### src/rtl/brl_pkg.sv
package brl_pkg;
    typedef enum logic [4:0] {
        SEL_S      = 5'd0,
        SEL_NS     = 5'd1,
        SEL_Z      = 5'd2,
        SEL_NZ     = 5'd3,
        SEL_O      = 5'd4,
        SEL_NO     = 5'd5,
        SEL_C      = 5'd6,
        SEL_NC     = 5'd7,
        SEL_ABOVE  = 5'd8,
        SEL_BE     = 5'd9,
        SEL_LT     = 5'd10,
        SEL_GE     = 5'd11,
        SEL_GT     = 5'd12,
        SEL_LE     = 5'd13,
        SEL_ALWAYS = 5'd14,
        SEL_NEVER  = 5'd15,
        SEL_LOOP   = 5'd16,
        SEL_LOOPE  = 5'd17,
        SEL_LOOPNE = 5'd18
    } sel_e;

    typedef enum logic [1:0] {
        LF_PLAIN  = 2'd0,
        LF_WHILEZ = 2'd1,
        LF_WHILENZ = 2'd2
    } loop_form_e;
endpackage

### src/rtl/brl_cond_eval.sv
module brl_cond_eval (
    input  logic [3:0] code,
    input  logic       fs,
    input  logic       fz,
    input  logic       fo,
    input  logic       fc,
    output logic       take
);
    logic sgn_lt;
    logic uns_be;

    always_comb begin
        sgn_lt = fs ^ fo;
        uns_be = fc | fz;
        case (code)
            4'd0:    take = fs;
            4'd1:    take = ~fs;
            4'd2:    take = fz;
            4'd3:    take = ~fz;
            4'd4:    take = fo;
            4'd5:    take = ~fo;
            4'd6:    take = fc;
            4'd7:    take = ~fc;
            4'd8:    take = ~uns_be;
            4'd9:    take = uns_be;
            4'd10:   take = sgn_lt;
            4'd11:   take = ~sgn_lt;
            4'd12:   take = ~(fz | sgn_lt);
            4'd13:   take = fz | sgn_lt;
            4'd14:   take = 1'b1;
            default: take = 1'b0;
        endcase
    end
endmodule

### src/rtl/brl_loop_dec.sv
module brl_loop_dec #(
    parameter int CW = 32
) (
    input  logic [CW-1:0] cnt_cur,
    input  logic [1:0]    form,
    input  logic          fz,
    output logic [CW-1:0] cnt_next,
    output logic          take
);
    import brl_pkg::*;

    logic still_running;
    logic zf_ok;

    always_comb begin
        cnt_next      = cnt_cur - CW'(1);
        still_running = |cnt_next;
        case (form)
            LF_WHILEZ:  zf_ok = fz;
            LF_WHILENZ: zf_ok = ~fz;
            default:    zf_ok = 1'b1;
        endcase
        take = still_running & zf_ok;
    end
endmodule

### src/rtl/brl_unit.sv
module brl_unit #(
    parameter int AW = 32,
    parameter int CW = 32
) (
    input  logic          clk,
    input  logic          rst_n,
    input  logic          en,
    input  logic [4:0]    sel,
    input  logic          flag_s,
    input  logic          flag_z,
    input  logic          flag_o,
    input  logic          flag_c,
    input  logic [AW-1:0] seq_addr,
    input  logic [AW-1:0] tgt_addr,
    input  logic          cnt_ld,
    input  logic [CW-1:0] cnt_ld_val,
    output logic [AW-1:0] next_ip,
    output logic [CW-1:0] count,
    output logic          count_we
);
    import brl_pkg::*;

    logic [AW-1:0] ip_q;
    logic [CW-1:0] cnt_q;
    logic          we_q;
    logic          past_ok;

    logic          is_cond;
    logic          is_loop;
    logic [1:0]    form;
    logic          cond_take;
    logic          loop_take;
    logic [CW-1:0] cnt_dec;
    logic          take;

    brl_cond_eval u_cond (
        .code (sel[3:0]),
        .fs   (flag_s),
        .fz   (flag_z),
        .fo   (flag_o),
        .fc   (flag_c),
        .take (cond_take)
    );

    brl_loop_dec #(.CW(CW)) u_loop (
        .cnt_cur  (cnt_q),
        .form     (form),
        .fz       (flag_z),
        .cnt_next (cnt_dec),
        .take     (loop_take)
    );

    always_comb begin
        is_cond = ~sel[4];
        is_loop = (sel == SEL_LOOP) || (sel == SEL_LOOPE) || (sel == SEL_LOOPNE);
        case (sel)
            SEL_LOOPE:  form = LF_WHILEZ;
            SEL_LOOPNE: form = LF_WHILENZ;
            default:    form = LF_PLAIN;
        endcase
        if (is_cond)      take = cond_take;
        else if (is_loop) take = loop_take;
        else              take = 1'b0;
    end

    always_ff @(posedge clk) begin
        if (!rst_n) begin
            ip_q    <= '0;
            cnt_q   <= '0;
            we_q    <= 1'b0;
            past_ok <= 1'b0;
        end else begin
            past_ok <= 1'b1;
            we_q    <= 1'b0;
            if (cnt_ld) begin
                cnt_q <= cnt_ld_val;
            end else if (en) begin
                ip_q <= take ? tgt_addr : seq_addr;
                if (is_loop) begin
                    cnt_q <= cnt_dec;
                    we_q  <= 1'b1;
                end
            end
        end
    end

    assign next_ip  = ip_q;
    assign count    = cnt_q;
    assign count_we = we_q;

    p_hold_r11: assert property (@(posedge clk) disable iff (!rst_n)
        (past_ok && $past(!en && !cnt_ld && rst_n)) |-> ($stable(ip_q) && $stable(cnt_q) && !we_q));

    p_loop_dec_r7: assert property (@(posedge clk) disable iff (!rst_n)
        (past_ok && $past(en && !cnt_ld && is_loop && rst_n)) |-> (cnt_q == $past(cnt_q) - CW'(1)));

    p_we_src_r12: assert property (@(posedge clk) disable iff (!rst_n)
        we_q |-> (past_ok && $past(en && !cnt_ld && is_loop)));

    p_never_r6: assert property (@(posedge clk) disable iff (!rst_n)
        (past_ok && $past(en && !cnt_ld && sel == 5'd15 && rst_n)) |-> (ip_q == $past(seq_addr)));

    p_exhaust_r10: assert property (@(posedge clk) disable iff (!rst_n)
        (past_ok && $past(en && !cnt_ld && is_loop && rst_n) && cnt_q == '0) |-> (ip_q == $past(seq_addr)));

    p_load_r13: assert property (@(posedge clk) disable iff (!rst_n)
        (past_ok && $past(cnt_ld && rst_n)) |-> (cnt_q == $past(cnt_ld_val) && $stable(ip_q)));
endmodule

### config.mk
export PLATFORM = sky130hd
export DESIGN_NAME = brl_unit
export DESIGN_NICKNAME = d
export VERILOG_FILES = /design/src/rtl/brl_pkg.sv /design/src/rtl/brl_cond_eval.sv /design/src/rtl/brl_loop_dec.sv /design/src/rtl/brl_unit.sv
export SDC_FILE = /design/constraint.sdc
export NUM_CORES = 1
export LEC_CHECK = 0
export CORE_MARGIN = 2
export CORE_UTILIZATION = 47
export CTS_BUF_LIST = sky130_fd_sc_hd__clkbuf_4
export DETAILED_ROUTE_END_ITERATION = 8
export PLACE_DENSITY = 0.86
export RECOVER_POWER = 25
export SETUP_SLACK_MARGIN = 0.5
export SLEW_MARGIN = 10
export SYNTH_ARGS = -nofsm -noshare
export SYNTH_HDL_FRONTEND = slang
export SYNTH_SLANG_ARGS = --single-unit
### constraint.sdc
create_clock -name clk -period 5.15 [get_ports clk]
set_input_delay 1.03 -clock clk [delete_from_list [all_inputs] [get_ports clk]]
set_output_delay 1.03 -clock clk [all_outputs]
set_load 0.03 [all_outputs]
## Word-level counts from Yosys, hierarchy flattened

Index checks and enable logic that the tools add are counted.
W data, S select, Z words.

- Flip-flop bits (word level): 65
- Input bits: 109
- Output and inout port bits: 65
- Word-level logic and storage cells: 56

- Add/subtract/negate cells: 1
- Equal/unequal tests: 19
- Multiplexer cells: 10
- Bitwise operators: 14
- Reduce and logical (&&, ||, !) cells: 9

Operators with widths:

| kind | number |
|---|---|
| $mux W32 | 4 |
| $reduce_or A32 Y1 | 1 |
| $sub A32 B1 Y32 const B | 1 |
| $eq A4 B4 Y1 const B | 7 |
| $eq A4 B3 Y1 const B | 4 |
| $eq A5 B5 Y1 const B | 3 |
| $pmux W1 S15 | 1 |
| $not A1 Y1 | 10 |
| $eq A4 B2 Y1 const B | 2 |
| $eq A4 B1 Y1 const B | 1 |
| $logic_not A4 Y1 | 1 |
| $pmux W2 S2 | 1 |
| $reduce_and A2 Y1 | 2 |
| $reduce_bool A2 Y1 | 2 |
| $mux W1 | 3 |
| $reduce_or A3 Y1 | 1 |
| $eq A2 B1 Y1 const B | 1 |
| $eq A2 B2 Y1 const B | 1 |
| $logic_or A1 B1 Y1 | 2 |
| $or A1 B1 Y1 | 2 |
| $pmux W1 S2 | 1 |
| $and A1 B1 Y1 | 1 |
| $xor A1 B1 Y1 | 1 |

## Longest topological paths before layout

Gate-level depths: netlist (run 1).

- Depth after elaboration: 8
- Gate-level depth with buffers: 12
- Mapped depth without buffers: 10

## By module

From an unflattened synthesis (run 1), not the netlist that was laid out.

- Cell total of the unflattened synthesis: 571
- Area, all modules: 4631.9 um^2

Modules (own cells, without submodules):

| module | instances | cells each | area an instance (um^2) | sequential area each (um^2) |
|---|---|---|---|---|
| brl_unit | 1 | 379 | 3266.9 | 1301.2 |
| brl_loop_dec | 1 | 164 | 1159.9 | 0.0 |
| brl_cond_eval | 1 | 28 | 205.2 | 0.0 |

## Worst setup path after synthesis (run 1)

OpenSTA, ideal clock, no wires.

- Kind: input to register
- Start point: input port sel[3]
- End point: register cnt_q[17] (netlist: count[17])
- Setup time: 115 ps
- Data arrival time: 3138 ps
- Data required time: 5035 ps
- Path slack: 1897 ps
- Stages on the path: 9
- Path buffers: 1
- Cells stage by stage: clkbuf_1 nor3b_1 a21boi_0 nand2_1 or3_1 or3_1 xor2_1 o21ai_0 and2_1

- Longest elaborated chain between the ends: 5
- Elaborated cells on any way between the ends: 7
- Those cells by class: 3 x eq/ne; 4 x reduce/logical

Ends and longest elaborated chain:

| item | line | text |
|---|---|---|
| start: declaration | brl_unit.sv:8 | `input logic [4:0] sel,` |
| $eq A5 B5 Y1 | brl_unit.sv:55 | `is_loop = (sel == SEL_LOOP) \|\| (sel == SEL_LOOPE) \|\| (sel == SEL_LOOPNE);` |
| $logic_or A1 B1 Y1 | brl_unit.sv:55 |  |
| $logic_or A1 B1 Y1 (*) | brl_unit.sv:55 |  |
| $reduce_bool A2 Y1 (no line) (*) | n/a |  |
| $reduce_and A2 Y1 (no line) (*) | n/a |  |
| end signal: assignment | brl_unit.sv:76 | `cnt_q <= cnt_ld_val;` |
| end signal: assignment | brl_unit.sv:80 | `cnt_q <= cnt_dec;` |
| end: declaration | brl_unit.sv:24 | `logic [CW-1:0] cnt_q;` |

Every way passes the cells marked *; elsewhere a longest branch is shown, timed or not.
A chain may end at the register's enable or synchronous reset.

## Worst setup path after layout (run 1)

Same ends and word-level chain as after synthesis.

==> results of run 1 <==
-- per-layer routing --
layer	GRT usage	routed length, um	up-vias	share of wire
li1	-	-	2102	-
met1	0.342	5080	2032	0.40
met2	0.462	6160	212	0.49
met3	0.0615	1170	21	0.093
met4	0.0978	215	0	0.017
met5	0	0	-	0
-- cell type report --
class	count	area, um^2
inverters	8	30.0
flip-flops and latches	65	1300
multi-input cells	389	2350
repair buffers	176	1750
clock inverters	5	22.5
well taps	105	131
fillers	682	2430
clock buffers	11	82.6
-- cell families after synthesis --
family                   count (synthesis)
buffers and inverters                   46
AO/OA/AOI/OAI                          180
AND/OR/NAND/NOR                        158
flip-flops                              65
multiplexers                            12
adder cells (fa/ha/maj)                  4
XOR/XNOR                                35
-- placed cells by master (no fill, tap or decap), types with 3 or more instances in the layout --
master           instances
nor4_2                   3
ha_1                     4
o22ai_1                  3
nor2_1                  56
a211oi_1                 4
o221a_2                  3
and2_1                   3
nand2_1                 30
nor2b_1                  4
clkinv_2                 3
a21oi_1                 50
o21ai_0                 72
or4_4                    3
nand2b_1                 5
xor2_1                  17
nor4_1                   9
clkbuf_4                11
dlygate4sd3_1           32
o211a_1                  3
nand3_1                  3
a31oi_1                 34
xnor2_1                 18
or3_1                    9
buf_4                    3
inv_1                    7
mux2i_1                 11
nor3_1                  16
dfxtp_1                 65
clkdlybuf4s50_1        140
-- worst max-delay path: cells and delay by family --
kind                      cells  cell delay [ps]
buffers and inverters         1              550
AOI/OAI and AO/OA             2              570
xor gates and xnor gates      1              130
and+or+nand+nor               5             1950
-- path summary, 6_finish.rpt --
kind                  to  depth (start not counted)      from
max            count[17]                          9    sel[3]
min             count[9]                          2  count[9]
max reg2reg  next_ip[18]                         10  count[0]
min reg2reg     count[9]                          2  count[9]
-- report_power, final --
group          switching [W]  total, W  leakage (nW)  internal (W)
Clock               0.000184  0.000288        0.0655      0.000105
Combinational       0.000223  0.000418          1.57      0.000195
Sequential         0.0000328  0.000568         0.536      0.000535
-- Yosys cell counts (3+ instances only) --
cell type | number | area (um^2)
clkbuf_2 | 3 | 15.0
nor2_1 | 56 | 210
nor3_1 | 16 | 80.1
nand3_1 | 3 | 15.0
buf_6 | 5 | 56.3
dfxtp_1 | 65 | 1300
ha_1 | 4 | 50.1
or4_4 | 3 | 33.8
xor2_1 | 17 | 149
a211oi_1 | 4 | 30.0
a21oi_1 | 50 | 250
o221a_2 | 3 | 33.8
buf_2 | 7 | 35.0
nor2b_1 | 5 | 31.3
nand2b_1 | 5 | 31.3
mux2i_1 | 11 | 110
inv_1 | 7 | 26.3
xnor2_1 | 18 | 158
nand2_1 | 30 | 113
a31oi_1 | 35 | 219
or3_1 | 9 | 56.3
o22ai_1 | 3 | 18.8
nor4_2 | 3 | 37.5
o211a_1 | 3 | 30.0
and2_1 | 3 | 18.8
clkbuf_1 | 23 | 86.3
nor4_1 | 9 | 56.3
o21ai_0 | 72 | 360
-- sequential cells by signal, summed over array words and instances (netlist names) --
register,flops
count,32
count_we,1
next_ip,32
-- through the flow --
stage,utilization,hold WS (ps),total power [W],setup WS [ps],std cells
floorplan,-,585,0.000814,1900,500
global placement,0.687,463,0.000990,965,743
detailed placement,0.687,468,0.000999,844,743
CTS,0.700,485,0.00129,1300,759
global route,0.700,527,0.00134,1010,759
finish,0.700,482,0.00127,1230,759
==> results.sh, run 1 <==
export IMPL_cts_root_buffer="clkbuf_4"
export IMPL_cts_hold_buf=0
export IMPL_die_area_um2=8950
export IMPL_grt_first_pass_wirelength_um=19500
export IMPL_synth_mux_area_frac=0.0315
export IMPL_antenna_found_initial=0
export IMPL_postCtsSetupBuffers=0
export IMPL_dieHeight_um=94.6
export IMPL_diodes=0
export IMPL_drv_cap=0
export IMPL_period_needed_ps=3920
export IMPL_drtIter0Drc=199
export IMPL_fmax_mhz=255
export IMPL_netlist_instances=500
export IMPL_tns_ps=0
export IMPL_synth_xor_area_frac=0.0794
export IMPL_powerDensity_nw_per_um2=225
export IMPL_slew_headroom=0.154
export IMPL_core_region_area_um2=8090
export IMPL_clkTransAtPathRegs_ps=100
export IMPL_dpl_cell_area_um2=5560
export IMPL_finalHoldViolCount=0
export IMPL_htree_levels=3
export IMPL_cts_num_sinks=65
export IMPL_cp_slowest_cell="or3_1"
export IMPL_gp_congestion=0.889
export IMPL_peakVddDrop_mv=0.147
export IMPL_avgSynthCellArea_um2=7.72
export IMPL_path_class="input pin to flop"
export IMPL_timing_critical_path_mode_cell="or3_1"
export IMPL_synth_simple_area_share=0.213
export IMPL_layout_drive_gt1_share=0.0612
export IMPL_synth_edff_count=0
export IMPL_cts_inserted_buffers=9
export IMPL_wl_per_cell_um=16.6
export IMPL_fin_crit_sh=0.760
export IMPL_die_x_um=94.6
export IMPL_cts_path_max_buffers=2
export IMPL_grt_pass1_vias=4058
export IMPL_area_growth_pct=46.8
export IMPL_fin_skew_ps=16.1
export IMPL_synthAdderAreaFrac=0.0130
export IMPL_first_pass_iters=5
export IMPL_gr_total_overflow=0
export IMPL_startpoint_type="input pin"
export IMPL_rows=33
export IMPL_ys_seq_elements=65
export IMPL_slew_violations=0
export IMPL_grt_max_degree=60
export IMPL_ant_nets=0
export IMPL_crit_chain="clkdlybuf4s50_1, nor3b_1, a21boi_0, nand2_1, or3_1, or3_1, xor2_1, o21ai_0, and2_1"
export IMPL_layout_nets=762
export IMPL_yosysWarnings=0
export IMPL_finalInstanceArea_um2=5660
export IMPL_cts_tree="done"
export IMPL_max_stage_delay_ps=560
export IMPL_hpwl_um=8760
export IMPL_via_count=4367
export IMPL_portBuffers=173
export IMPL_gr_usage_all_layers=0.274
export IMPL_tightest_slew_ps=1270
export IMPL_synthesis_area_um2=3860
export IMPL_reg2reg_slack_ps=1290
export IMPL_io_pins=174
export IMPL_synth_top_family_by_area="compound AO/OA/AOI/OAI gates"
export IMPL_arrival_ps=4230
export IMPL_worstPathMaxFanout=16
export IMPL_rsz0062_at_grt="no"
export IMPL_required_ps=5470
export IMPL_status="complete, no violations"
export IMPL_synthArstFlopShare=0
export IMPL_synthesis_nets=613
export IMPL_initial_core_util=0.477
export IMPL_min_path_type="flop to flop"
export IMPL_clk_latency_ps=420
export IMPL_seq_area_frac_synth=0.337
export IMPL_cts_resized=0
export IMPL_finalSetupViolCount=0
export IMPL_ys_types=52
export IMPL_synth_ff_type="dfxtp_1"
export IMPL_synth_compound_area_frac=0.268
export IMPL_finalWirelength_um=12600
export IMPL_route_detailed_drc=0
export IMPL_cp_end_kind="flop"
export IMPL_detail_route_vias_per_cell=5.75
export IMPL_p_leak_nw=2.17
(Power assumes the default switching activity.)
==> run 2, diff against run 1 <==
--- a/config.mk
+++ b/config.mk
@@ -6,10 +6,10 @@
 export NUM_CORES = 1
 export LEC_CHECK = 0
 export CORE_MARGIN = 2
-export CORE_UTILIZATION = 47
+export CORE_UTILIZATION = 43
 export CTS_BUF_LIST = sky130_fd_sc_hd__clkbuf_4
 export DETAILED_ROUTE_END_ITERATION = 8
-export PLACE_DENSITY = 0.86
+export PLACE_DENSITY = 0.79
 export RECOVER_POWER = 25
 export SETUP_SLACK_MARGIN = 0.5
 export SLEW_MARGIN = 10
==> constraint.sdc (replaced) <==
create_clock -name clk -period 4.1 [get_ports clk]
set_input_delay 0.82 -clock clk [delete_from_list [all_inputs] [get_ports clk]]
set_output_delay 0.82 -clock clk [all_outputs]
set_load 0.03 [all_outputs]
==> run 2 against run 1 <==
Clock power up 29%. Critical path depth unchanged. Critical path type unchanged. Non-clock buffer count up 6. Core utilization down 4.0 points. Cell count up 1.3%. Flip-flop and latch count unchanged. Clock skew about the same.
==> results.sh, run 2 (same netlist as run 1, synthesis figures left out) <==
export IMPL_tns_ps=0
export IMPL_finalInstanceArea_um2=5760
export IMPL_core_region_area_um2=8720
export IMPL_slew_violations=0
export IMPL_dp_cells=752
export IMPL_startpoint_type="input pin"
export IMPL_initial_core_util=0.442
export IMPL_min_from="count[9]"
export IMPL_htree_levels=3
export IMPL_dieHeight_um=98.7
export IMPL_slew_headroom=0.548
export IMPL_min_path_type="flop to flop"
export IMPL_grt_max_degree=41
export IMPL_clk_latency_ps=410
export IMPL_period_needed_ps=3360
export IMPL_reg2reg_depth=10
export IMPL_required_ps=4440
export IMPL_finalHoldViolCount=0
export IMPL_reg2reg_slack_ps=740
export IMPL_area_growth_pct=49.2
export IMPL_diodes=0
export IMPL_final_cell_mix="clkdlybuf4s50_1 (140), o21ai_0 (72), dfxtp_1 (65), nor2_1 (56), a21oi_1 (50)"
export IMPL_wl_per_cell_um=17.0
export IMPL_min_to="count[9]"
export IMPL_cts_root_buffer="clkbuf_4"
export IMPL_grt_first_pass_wirelength_um=20700
export IMPL_fin_skew_ps=15.7
export IMPL_gr_total_overflow=0
export IMPL_layout_drive_gt1_share=0.0787
export IMPL_via_count=4419
export IMPL_layout_nets=769
export IMPL_layout_cells_most_common="clkdlybuf4s50_1"
export IMPL_final_util=0.660
export IMPL_clkTransAtPathRegs_ps=120
export IMPL_tightest_slew_ps=671
export IMPL_hpwl_um=9140
export IMPL_detail_route_vias_per_cell=5.75
export IMPL_portBuffers=173
export IMPL_p_leak_nw=2.20
export IMPL_antenna_found_initial=0
export IMPL_gp_congestion=0.881
export IMPL_path_class="input pin to flop"
export IMPL_finalSetupViolCount=0
export IMPL_rows=34
export IMPL_r2r_start="count[0]"
export IMPL_cts_tree="done"
export IMPL_io_pins=174
export IMPL_worstPathMaxFanout=16
export IMPL_cts_num_sinks=65
export IMPL_fin_crit_sh=0.820
export IMPL_postCtsSetupBuffers=0
export IMPL_powerDensity_nw_per_um2=281
export IMPL_cts_inserted_buffers=9
export IMPL_arrival_ps=3700
export IMPL_peakVddDrop_mv=0.144
export IMPL_cts_path_max_buffers=2
export IMPL_gr_usage_all_layers=0.258
export IMPL_cp_end_kind="flop"
export IMPL_dpl_cell_area_um2=5610
export IMPL_status="complete, no violations"
export IMPL_route_detailed_drc=0
export IMPL_stdcell_count=769
export IMPL_drv_cap=0
export IMPL_die_area_um2=9750
export IMPL_die_x_um=98.7
export IMPL_ant_nets=0
export IMPL_fmax_mhz=298
export IMPL_grt_pass1_vias=4303
export IMPL_finalWirelength_um=13100
export IMPL_startpoint="sel[3]"
export IMPL_drtIter0Drc=144
export IMPL_hold_depth=2
export IMPL_timing_rr_end="next_ip[5]"
export IMPL_fillCellCount=763
export IMPL_first_pass_iters=4
export IMPL_rsz0062_at_grt="no"
[run 2: changes by cell type in the layout (fill, tap and decap cells not counted)]
cell        previous run  this run
clkinv_4               0         2
clkinvlp_4             0         2
clkbuf_4              11         9
a31o_2                 0         1
clkinv_1               2         0
nor4_2                 3         4
nor4_4                 1         2
or3_4                  1         2
nor4_1                 9         7
or3_1                  9         8
buf_4                  3         9
[run 2: timing repair]
item | CTS | global route
endpoints found under the hold margin | 0 | 0
endpoints found under the setup margin | 0 | 32
hold buffers | 0 | 0
resized for setup | 0 | 4
[run 2: layout make-up]
| type | instances | area, um^2 | share of cell area |
|---|---|---|---|
| well taps | 108 | 135 | 0.0235 |
| clock inverters | 7 | 47.5 | 0.00826 |
| inverters | 8 | 30.0 | 0.00522 |
| multi-input cells | 390 | 2380 | 0.414 |
| repair buffers | 182 | 1790 | 0.312 |
| clock buffers | 9 | 67.6 | 0.0117 |
| flip-flops and latches | 65 | 1300 | 0.226 |
[run 2: worst max-delay path by stage]
stage                     cells past startpoint  slack (ps)          end
after floorplan                              12         960  next_ip[10]
after global placement                       12         610  next_ip[14]
after detailed placement                     11         600  next_ip[22]
after CTS                                    11         510  next_ip[10]
after global routing                         10         490   next_ip[6]
final                                         9         740   next_ip[3]
[run 2: layer usage]
metal,track usage,vias up,part of all wire
met5,0,-,0
met4,0.0780,0,0.017
met3,0.0489,27,0.085
met2,0.455,227,0.49
met1,0.318,2046,0.41
li1,-,2119,-
[run 2: metrics by stage]
step | total power (W) | setup slack (ps) | hold WS (ps)
2_1_floorplan | 0.00102 | 961 | 585
3_3_place_gp | 0.00125 | 607 | 463
3_5_place_dp | 0.00126 | 595 | 483
4_1_cts | 0.00163 | 514 | 504
5_1_grt | 0.00170 | 486 | 542
6_report | 0.00162 | 739 | 500
[run 2: critical path: stages]
cell           delay [ps]
dlygate4sd3_1         650
nor3b_1               350
nand2_1               140
ha_1                  210
mux2_2                260
o21ai_0               520
a31o_2                440
a31oi_1               140
a21oi_1               160
[run 2: power by group]
group	switching [W]	internal (W)
Clock	0.000249	0.000123
Sequential	0.0000424	0.000673
Combinational	0.000285	0.000249
Total	0.000576	0.00104
